==> config.mk <==
export PLATFORM = sky130hd
export DESIGN_NAME = win_orient_gen
export DESIGN_NICKNAME = d
export VERILOG_FILES = /design/src/rtl/wocg_pkg.sv /design/src/rtl/wocg_check.sv /design/src/rtl/wocg_hdr.sv /design/src/rtl/wocg_pix.sv /design/src/rtl/win_orient_gen.sv
export SDC_FILE = /design/constraint.sdc
export NUM_CORES = 1
export LEC_CHECK = 0
export ABC_AREA = 1
export BUFFER_PORTS_ARGS = -buffer_cell sky130_fd_sc_hd__buf_2
export CAP_MARGIN = 5
export CORE_MARGIN = 1.5
export CORE_UTILIZATION = 45
export CTS_CLUSTER_DIAMETER = 80
export DETAILED_ROUTE_END_ITERATION = 7
export PLACE_DENSITY = 0.67
export RECOVER_POWER = 50
export SLEW_MARGIN = 20
export SYNTH_ARGS = -nofsm -noshare
export SYNTH_HDL_FRONTEND = slang
export SYNTH_SLANG_ARGS = --single-unit
==> constraint.sdc <==
create_clock -name clk -period 3 [get_ports clk]
set_input_delay 0.3 -clock clk [delete_from_list [all_inputs] [get_ports clk]]
set_output_delay 0.3 -clock clk [all_outputs]
set_load 0.1 [all_outputs]
==> src/rtl/wocg_pkg.sv <==
`timescale 1ns/1ps
package wocg_pkg;
   localparam logic [7:0] OP_ORIENT = 8'h36;
   localparam logic [7:0] OP_COLS   = 8'h2A;
   localparam logic [7:0] OP_ROWS   = 8'h2B;
   localparam logic [7:0] OP_MEMWR  = 8'h2C;
   // header steps: 0..1 orientation, 2..6 columns, 7..11 rows, 12 memory write
   localparam int ORI_STEPS = 2;
   localparam int HDR_LAST  = 12;

   typedef enum logic [1:0] {ST_IDLE, ST_HDR, ST_PIX} seq_st_t;

   function automatic logic [7:0] orient_byte(input logic [1:0] rot, input logic bgr);
      logic flip_v, flip_h, swap_xy;
      flip_v  = (rot == 2'd1) || (rot == 2'd2);
      flip_h  = (rot == 2'd2) || (rot == 2'd3);
      swap_xy = rot[0];
      return {flip_v, flip_h, swap_xy, 1'b0, bgr, 3'b000};
   endfunction
endpackage

==> src/rtl/wocg_check.sv <==
`timescale 1ns/1ps
module wocg_check #(
   parameter int COORD_W = 8,
   parameter int NAT_W   = 176,
   parameter int NAT_H   = 220
) (
   input  logic               swap_i,
   input  logic [COORD_W-1:0] xs_i,
   input  logic [COORD_W-1:0] xe_i,
   input  logic [COORD_W-1:0] ys_i,
   input  logic [COORD_W-1:0] ye_i,
   output logic               bad_o
);
   localparam logic [16:0] LIM_A = 17'(NAT_W);
   localparam logic [16:0] LIM_B = 17'(NAT_H);

   logic [16:0] lim_x, lim_y;

   always_comb begin
      lim_x = swap_i ? LIM_B : LIM_A;
      lim_y = swap_i ? LIM_A : LIM_B;
      bad_o = (xs_i > xe_i) || (ys_i > ye_i) ||
              (17'(xe_i) >= lim_x) || (17'(ye_i) >= lim_y);
   end
endmodule

==> src/rtl/wocg_hdr.sv <==
`timescale 1ns/1ps
module wocg_hdr
   import wocg_pkg::*;
#(
   parameter int COORD_W = 8
) (
   input  logic [3:0]         step_i,
   input  logic [7:0]         orient_i,
   input  logic [COORD_W-1:0] xs_i,
   input  logic [COORD_W-1:0] xe_i,
   input  logic [COORD_W-1:0] ys_i,
   input  logic [COORD_W-1:0] ye_i,
   output logic               dc_o,
   output logic [7:0]         byte_o
);
   logic [15:0] xs_w, xe_w, ys_w, ye_w;

   always_comb begin
      xs_w = 16'(xs_i);
      xe_w = 16'(xe_i);
      ys_w = 16'(ys_i);
      ye_w = 16'(ye_i);
      dc_o = 1'b1;
      unique case (step_i)
         4'd0:    begin dc_o = 1'b0; byte_o = OP_ORIENT; end
         4'd1:    byte_o = orient_i;
         4'd2:    begin dc_o = 1'b0; byte_o = OP_COLS; end
         4'd3:    byte_o = xs_w[15:8];
         4'd4:    byte_o = xs_w[7:0];
         4'd5:    byte_o = xe_w[15:8];
         4'd6:    byte_o = xe_w[7:0];
         4'd7:    begin dc_o = 1'b0; byte_o = OP_ROWS; end
         4'd8:    byte_o = ys_w[15:8];
         4'd9:    byte_o = ys_w[7:0];
         4'd10:   byte_o = ye_w[15:8];
         4'd11:   byte_o = ye_w[7:0];
         default: begin dc_o = 1'b0; byte_o = OP_MEMWR; end
      endcase
   end
endmodule

==> src/rtl/wocg_pix.sv <==
`timescale 1ns/1ps
module wocg_pix #(
   parameter bit HI_FIRST = 1'b1
) (
   input  logic        clk,
   input  logic        rst_n,
   input  logic        load_i,
   input  logic [15:0] word_i,
   input  logic        adv_i,
   output logic        pend_o,
   output logic        half_o,
   output logic [7:0]  byte_o
);
   logic [15:0] word_q;
   logic        pend_q, half_q;

   always_ff @(posedge clk or negedge rst_n) begin
      if (!rst_n) begin
         word_q <= '0;
         pend_q <= 1'b0;
         half_q <= 1'b0;
      end else if (load_i) begin
         word_q <= word_i;
         pend_q <= 1'b1;
         half_q <= 1'b0;
      end else if (adv_i) begin
         if (half_q) pend_q <= 1'b0;
         half_q <= ~half_q;
      end
   end

   generate
      if (HI_FIRST) begin : g_hi_first
         assign byte_o = half_q ? word_q[7:0] : word_q[15:8];
      end else begin : g_lo_first
         assign byte_o = half_q ? word_q[15:8] : word_q[7:0];
      end
   endgenerate

   assign pend_o = pend_q;
   assign half_o = half_q;
endmodule

==> src/rtl/win_orient_gen.sv <==
`timescale 1ns/1ps
module win_orient_gen
   import wocg_pkg::*;
#(
   parameter int COORD_W  = 8,
   parameter int NAT_W    = 176,
   parameter int NAT_H    = 220,
   parameter bit HI_FIRST = 1'b1
) (
   input  logic               clk,
   input  logic               rst_n,
   input  logic               req_vld,
   output logic               req_rdy,
   input  logic [1:0]         req_rot,
   input  logic               req_bgr,
   input  logic [COORD_W-1:0] req_xs,
   input  logic [COORD_W-1:0] req_xe,
   input  logic [COORD_W-1:0] req_ys,
   input  logic [COORD_W-1:0] req_ye,
   output logic               req_err,
   input  logic               pix_vld,
   output logic               pix_rdy,
   input  logic [15:0]        pix_data,
   output logic               out_vld,
   input  logic               out_rdy,
   output logic               out_dc,
   output logic [7:0]         out_byte
);
   localparam logic [3:0] STEP_ORI  = 4'd0;
   localparam logic [3:0] STEP_COLS = 4'(ORI_STEPS);
   localparam logic [3:0] STEP_LAST = 4'(HDR_LAST);

   generate
      if (COORD_W < 8 || COORD_W > 16) begin : g_bad_width
         $error("COORD_W must lie in 8..16");
      end
      if (NAT_W > (1 << COORD_W) || NAT_H > (1 << COORD_W)) begin : g_bad_size
         $error("panel size does not fit COORD_W");
      end
   endgenerate

   seq_st_t            st_q;
   logic [3:0]         step_q;
   logic [7:0]         ori_q;
   logic [COORD_W-1:0] xs_q, xe_q, ys_q, ye_q;
   logic [1:0]         last_rot_q;
   logic               last_bgr_q, known_q, err_q;

   logic win_bad, need_ori, req_go, pix_go, pix_adv;
   logic pend, half, hdr_dc;
   logic [7:0] hdr_byte, pix_byte;

   wocg_check #(.COORD_W(COORD_W), .NAT_W(NAT_W), .NAT_H(NAT_H)) u_check (
      .swap_i(req_rot[0]), .xs_i(req_xs), .xe_i(req_xe),
      .ys_i(req_ys), .ye_i(req_ye), .bad_o(win_bad)
   );

   wocg_hdr #(.COORD_W(COORD_W)) u_hdr (
      .step_i(step_q), .orient_i(ori_q), .xs_i(xs_q), .xe_i(xe_q),
      .ys_i(ys_q), .ye_i(ye_q), .dc_o(hdr_dc), .byte_o(hdr_byte)
   );

   wocg_pix #(.HI_FIRST(HI_FIRST)) u_pix (
      .clk(clk), .rst_n(rst_n), .load_i(pix_go), .word_i(pix_data),
      .adv_i(pix_adv), .pend_o(pend), .half_o(half), .byte_o(pix_byte)
   );

   always_comb begin
      need_ori = !known_q || (req_rot != last_rot_q) || (req_bgr != last_bgr_q);
      req_rdy  = (st_q == ST_IDLE) || ((st_q == ST_PIX) && !pend);
      req_go   = req_vld && req_rdy;
      pix_rdy  = (st_q == ST_PIX) && !req_vld && (!pend || (half && out_rdy));
      pix_go   = pix_vld && pix_rdy;
      pix_adv  = (st_q == ST_PIX) && pend && out_rdy;
      out_vld  = (st_q == ST_HDR) || ((st_q == ST_PIX) && pend);
      out_dc   = (st_q == ST_HDR) ? hdr_dc : 1'b1;
      out_byte = (st_q == ST_HDR) ? hdr_byte : pix_byte;
      req_err  = err_q;
   end

   always_ff @(posedge clk or negedge rst_n) begin
      if (!rst_n) begin
         st_q       <= ST_IDLE;
         step_q     <= '0;
         ori_q      <= '0;
         xs_q       <= '0;
         xe_q       <= '0;
         ys_q       <= '0;
         ye_q       <= '0;
         last_rot_q <= '0;
         last_bgr_q <= 1'b0;
         known_q    <= 1'b0;
         err_q      <= 1'b0;
      end else begin
         err_q <= req_go && win_bad;
         if (req_go && !win_bad) begin
            st_q       <= ST_HDR;
            step_q     <= need_ori ? STEP_ORI : STEP_COLS;
            ori_q      <= orient_byte(req_rot, req_bgr);
            xs_q       <= req_xs;
            xe_q       <= req_xe;
            ys_q       <= req_ys;
            ye_q       <= req_ye;
            last_rot_q <= req_rot;
            last_bgr_q <= req_bgr;
            known_q    <= 1'b1;
         end else if (st_q == ST_HDR && out_rdy) begin
            if (step_q == STEP_LAST) st_q <= ST_PIX;
            else                     step_q <= step_q + 4'd1;
         end
      end
   end
endmodule

==> flow_metrics.py, run 1 <==
metrics = {
    "outcome": {
        "outcome": "finished with violations",
        "violated_checks": "max-capacitance violations, max-slew violations",
    },
    "yosys": {
        "postSynth.asyncResetShare_pct": 100,
        "synth_seq_cells": 63,
        "yosys_most_used_dff": "dfrtp_1",
        "synth-seq-area-share_pct": 40.6,
        "postSynthNetCount": 558,
        "synthesis.area_per_instance_sq_um": 8.22,
        "post_synth_instance_area_sq_um": 3880,
        "synth_cell_type_count": 37,
        "synthCells": 472,
        "synthesis.yosys.warnings": 0,
        "synth_edf_count": 0,
    },
    "timing": {
        "timing.final.hold_violations": 0,
        "max_clock_freq_mhz": 356,
        "final_min_period_over_clock_period_pct": 93.6,
        "drv_slew": 32,
        "fin_skew_ps": 4.24,
        "timing.slew.headroom_pct": -11.9,
        "period_needed_ps": 2810,
        "worst-slew-pin-transition_ps": 1680,
        "rsz0062_at_grt": "false",
        "setup_viol": 0,
    },
    "critical_path": {
        "critPathTopFamily": "simple AND/OR/NAND/NOR gates",
        "worstPathCellList": "inv_1 -> ha_1 -> inv_1 -> nor2_1 -> nand2_1 -> nand3_1 -> nor3_1 -> nand2_1 -> nand2_1 -> o21ai_0 -> buf_2",
        "worstPathMaxFanout": 8,
        "slowest_delay_ps": 450,
        "most_frequent_cp_cell": "nand2_1",
        "crit_path_required_time_ps": 2700,
        "crit_path_top_delay_cell": "nor2_1",
        "timing_worst_setup_path_type": "reg -> out",
        "cp.buffers_inverters": 3,
        "data_arrival_at_the_endpoint_of_the_critical_path_ps": 2510,
        "worstSetupStartpointType": "register",
        "endpoint_class_of_the_critical_path": "output pin",
    },
    "grt": {
        "grt_first_pass_wirelength_um": 15100,
        "grt.total_usage_pct": 21.3,
        "grt_overflow": 0,
        "antenna_found_initial": 0,
        "via_count_of_the_first_global_routing_pass": 3276,
        "grt_max_degree": 44,
    },
    "finish": {
        "layout_commonest_cell": "nand2_1",
        "diodes": 0,
        "most_frequent_cells_in_the_layout": "nand2_1 (148), buf_2 (66), dfrtp_1 (63)",
        "area_growth_pct": 13.7,
        "instances_no_fill": 650,
        "finish.net_count": 626,
        "drive_above_1_share_pct": 21.5,
    },
    "power_and_ir_drop": {
        "power_density_nw_per_um2": 1070,
        "total_leakage_power_nw": 2.49,
        "maximum_vdd_drop_mv": 0.971,
        "p_total_mw": 4.70,
    },
    "floorplanning": {
        "fp.coreArea_sq_um": 8300,
        "std_cell_rows": 33,
        "vertical_extent_of_the_die_um": 95.8,
        "die_area_sq_um": 9190,
        "die_x_um": 95.8,
        "start_util_pct": 46.7,
        "top_level_ports": 69,
    },
    "route": {
        "detail_route.wirelength_um": 9050,
        "drt_drc_violations_left": 0,
        "postRouteAntennaNets": 0,
        "avgViaCountPerCell": 5.06,
        "wl_per_cell_um": 13.9,
        "drt_iter0_markers": 115,
        "via_count": 3290,
        "drt-pass1-iter-count": 4,
    },
    "job": {
        "maxCapViolations": 1,
    },
    "clocking": {
        "cts_setup_buffers": 0,
        "clk_transition_reported_paths_ps": 70,
        "cts_root_buffer": "clkbuf_8",
        "numCtsBuffers": 9,
        "cts_max_path_buffers": 2,
        "clock_insertion_delay_worst_skew_ps": 340,
        "tritoncts": "yes",
        "htree_num_levels": 3,
        "numClockSinks": 63,
    },
    "hold_path": {
        "min-delay-path-class": "in -> reg",
    },
    "place": {
        "number_of_input_and_output_port_buffers_inserted": 68,
        "dpl.cell_count": 634,
        "gp_congestion": 0.894,
        "hpwlAfterDp_um": 7020,
    },
}
-- final cells by class --
class                           count  area, sq um
Tap cell                          105          131
Multi-Input combinational cell    345         1990
Inverter                           49          184
Fill cell                         788         3890
Clock buffer                       10          128
Clock inverter                      6         37.5
Timing Repair Buffer               72          365
Sequential cell                    63         1580
-- power breakdown --
group | internal, mW | total, mW | switching [mW]
Sequential | 1.25 | 1.53 | 0.284
Combinational | 0.643 | 2.55 | 1.91
Clock | 0.295 | 0.623 | 0.328
-- timing repair --
action	in CTS	in global routing
resized for setup	0	1
hold buffers	0	0
setup endpoints to repair	0	1
-- final timing paths --
check | startpoint | endpoint | slack, ps | depth (start not counted)
worst max-delay path | step_q[1] | out_byte[5] | 190 | 11
worst min-delay path | pix_data[5] | u_pix.word_q[5] | 190 | 2
worst max register to register | u_pix.half_o | u_pix.pend_o | 980 | 5
worst min register to register | known_q | known_q | 460 | 2
max in group asynchronous | rst_n | u_pix.word_q[12] | 1020 | 2
min in group asynchronous | rst_n | ori_q[3] | 390 | 1
-- cell families after synthesis --
group,share of synthesized area [%]
AO/OA/AOI/OAI,6.71
flip-flops,40.6
AND/OR/NAND/NOR,27.8
multiplexers,5.94
buffers and inverters,7.90
XOR/XNOR,1.35
adder cells (fa/ha/maj),9.68
-- synth_stat cells (2+ instances only) --
master    count  area (sq um)
buf_4         4          30.0
a21oi_2       2          17.5
a22o_1        5          43.8
nand2_2       2          12.5
inv_2         5          18.8
nor2_1       28           105
nand2_4       2          22.5
mux2_4        8           120
mux2i_1       2          20.0
nand4_1       5          31.3
dfrtp_1      63          1580
a21oi_1      13          65.1
mux2_2        8          90.1
ha_1         30           375
buf_6         6          67.6
buf_2         5          25.0
nand2_1     147           552
nand3_1      49           245
o21ai_0      15          75.1
nor3_1        5          25.0
o22ai_1       3          18.8
xor2_1        6          52.6
o21ai_1       2          10.0
inv_1        42           158
a21o_1        2          15.0
clkinv_1      2          7.51
-- registers in the layout, indices dropped and copies added, names as in the netlist --
name / count
known_q: 1
xe_q: 8
req_err: 1
ys_q: 8
xs_q: 8
u_pix.word_q: 16
ye_q: 8
step_q: 4
ori_q: 3
last_rot_q: 2
u_pix.half_o: 1
st_q: 2
u_pix.pend_o: 1
-- per-stage QoR --
stage	util [%]	hold slack (ps)	TNS, ps	worst slack [ps]	instance area, sq um
6_report	53.1	193	0	192	4410
5_1_grt	53.1	177	0	17.0	4410
4_1_cts	53.3	20.2	0	149	4420
3_5_place_dp	51.3	388	0	528	4260
3_3_place_gp	51.3	386	0	521	4260
2_1_floorplan	-	4.41	-144	-72.0	3880
-- routing by layer --
layer  vias to the layer above  track usage [%]  wire (um)
li1                       1673                -          -
met1                      1508             28.5       4420
met2                        99             34.4       4020
met3                        10             4.27        497
met4                         0             7.23        103
met5                         -                0          0
Power figures use the tool's default switching activity.
==> run 2, diff against run 1 <==
--- a/config.mk
+++ b/config.mk
@@ -14,6 +14,7 @@
 export DETAILED_ROUTE_END_ITERATION = 7
 export PLACE_DENSITY = 0.67
 export RECOVER_POWER = 50
+export SETUP_SLACK_MARGIN = 0.3
 export SLEW_MARGIN = 20
 export SYNTH_ARGS = -nofsm -noshare
 export SYNTH_HDL_FRONTEND = slang
==> run 2 against run 1 <==
  * The flow now finishes without violations
  * Cell area is 2.4% higher
  * Clock skew is 5.4 ps higher
  * Global-route usage is 0.70 points higher
  * Via count is 1.7% higher
  * Flip-flop and latch count stayed put
  * Non-clock buffer count is 4 higher
  * Final cell count is 0.62% higher
  * Worst setup slack better by 230 ps
  * Highest routed layer unchanged
  * Utilization is 1.3 points higher
  * Power is 5.7% higher
  * Hold slack worse by 15 ps
==> flow_metrics.py, run 2 (synthesized netlist as in run 1, its figures left out) <==
metrics = {
    "outcome": {
        "outcome": "completed",
    },
    "critical_path": {
        "slowest_delay_ps": 440,
        "crit_end": "out_byte[1]",
        "timing_worst_setup_path_type": "reg -> out",
        "timing.reg2reg.worst_path_depth": 5,
        "worstPathCellList": "inv_1 -> ha_1 -> inv_1 -> nor2_2 -> a22o_1 -> nor3_1 -> o21ai_2 -> buf_2",
        "crit_path_required_time_ps": 2700,
        "critPathLaunch": "step_q[1]",
        "critical_path_depth": 8,
        "crit_path_top_delay_cell": "buf_2",
        "worstSetupStartpointType": "register",
        "data_arrival_at_the_endpoint_of_the_critical_path_ps": 2280,
        "cp.buffers_inverters": 3,
        "worstPathMaxFanout": 8,
        "most_frequent_cp_cell": "inv_1",
        "worst_r2r_endpoint": "u_pix.pend_o",
        "crit-reg2reg-launch": "u_pix.half_o",
        "endpoint_class_of_the_critical_path": "output pin",
        "critPathTopFamily": "buffers and inverters",
        "worst-r2r-setup-slack_ps": 940,
    },
    "route": {
        "drt_iter0_markers": 139,
        "avgViaCountPerCell": 5.12,
        "drt-pass1-iter-count": 5,
        "via_count": 3347,
        "wl_per_cell_um": 14.3,
        "drt_drc_violations_left": 0,
        "postRouteAntennaNets": 0,
        "detail_route.wirelength_um": 9340,
    },
    "floorplanning": {
        "die_x_um": 95.8,
        "top_level_ports": 69,
        "start_util_pct": 46.7,
        "die_area_sq_um": 9190,
        "vertical_extent_of_the_die_um": 95.8,
        "fp.coreArea_sq_um": 8300,
        "std_cell_rows": 33,
    },
    "timing": {
        "finalWorstSetupSlack_ps": 423,
        "final_min_period_over_clock_period_pct": 85.9,
        "rsz0062_at_grt": "true",
        "timing.final.hold_violations": 0,
        "fin_skew_ps": 9.61,
        "fin_setup_tns_ps": 0,
        "drv_slew": 0,
        "worst-slew-pin-transition_ps": 1170,
        "final.hold.worst_slack_ps": 178,
        "max_clock_freq_mhz": 388,
        "setup_viol": 0,
        "period_needed_ps": 2580,
        "timing.slew.headroom_pct": 22.5,
    },
    "place": {
        "gp_congestion": 0.883,
        "dpl.cell_count": 637,
        "number_of_input_and_output_port_buffers_inserted": 68,
        "hpwlAfterDp_um": 7300,
        "dpl_worst_slack_ps": 479,
    },
    "finish": {
        "largest_register": "u_pix.word_q",
        "finish.net_count": 630,
        "area_growth_pct": 16.5,
        "layout_commonest_cell": "nand2_1",
        "most_frequent_cells_in_the_layout": "nand2_1 (148), dfrtp_1 (63), buf_2 (60)",
        "largest_register_ff_count": 16,
        "diodes": 0,
        "instances_no_fill": 654,
        "drive_above_1_share_pct": 22.8,
    },
    "power_and_ir_drop": {
        "p_total_mw": 4.97,
        "maximum_vdd_drop_mv": 0.642,
        "power.clock.fraction_pct": 14.8,
        "power.share.switching_pct": 52.1,
        "p_comb_share_pct": 53.8,
        "power_density_nw_per_um2": 1100,
        "total_leakage_power_nw": 2.54,
        "p_switching_mw": 2.59,
        "cellInternalPower_mw": 2.38,
        "power_share_of_the_sequential_group_pct": 31.4,
    },
    "clocking": {
        "clk_transition_reported_paths_ps": 70,
        "cts_setup_buffers": 0,
        "cts_root_buffer": "clkbuf_8",
        "clock_insertion_delay_worst_skew_ps": 350,
        "cts_max_path_buffers": 2,
        "numClockSinks": 63,
        "tritoncts": "yes",
        "numCtsBuffers": 9,
        "htree_num_levels": 3,
    },
    "grt": {
        "grt.total_usage_pct": 22.0,
        "via_count_of_the_first_global_routing_pass": 3223,
        "grt_overflow": 0,
        "grt_max_degree": 47,
        "grt_first_pass_wirelength_um": 15200,
        "antenna_found_initial": 0,
    },
    "hold_path": {
        "min-delay-path-class": "in -> reg",
    },
    "job": {
        "maxCapViolations": 0,
    },
}
run 2: cell count changes in the layout (fill, tap and decap cells not counted), moves of 3 or more:
cell / change
buf_4: +4
o22ai_2: +3
clkbuf_4: +3
o22ai_1: -3
buf_2: -6
run 2: cell type report:
cell class              instances  area (sq um)
clock buffers                  11           141
clock inverters                 5          56.3
fillers                       769          3780
inverters                      49           184
multi-input cells             345          2010
flip-flops and latches         63          1580
well taps                     105           131
repair buffers                 76           413
run 2: what timing repair did:
item	in CTS	in global routing
setup endpoints to repair	3	8
resized for setup	3	7
hold buffers	0	1
pin swaps	0	0
endpoints found under the hold margin	0	40
run 2: how the worst min path moves through the flow:
stage                 from              end  slack, ps  depth (start not counted)
6_report       pix_data[5]  u_pix.word_q[5]        180                          2
5_1_grt        pix_data[5]  u_pix.word_q[5]        160                          2
4_1_cts              rst_n          ye_q[4]        160                          1
3_5_place_dp       known_q          known_q        440                          2
3_3_place_gp       known_q          known_q        430                          2
2_1_floorplan        rst_n          known_q          4                          0
run 2: power by group through the flow:
stage               clock (mW)  combinational [mW]  sequential (mW)
finish                   0.735                2.68             1.56
global route             0.797                2.89             1.60
CTS                      0.758                2.65             1.55
detailed placement           0                2.60             1.57
global placement             0                2.56             1.56
floorplan                    0                2.16             1.45
run 2: per-layer routing:
metal / vias to the layer above / global-route usage (%) / part of all wire [%]
li1: 1678 / - / -
met5: - / 0 / 0
met2: 93 / 36.1 / 45
met3: 15 / 4.74 / 5.5
met4: 0 / 7.48 / 1.6
met1: 1561 / 28.7 / 48
run 2: per-stage QoR:
step,utilization (%),instance area [sq um]
after detailed placement,51.8,4300
after CTS,54.3,4510
final,54.4,4520
after global routing,54.4,4520
after floorplan,-,3900
after global placement,51.8,4300
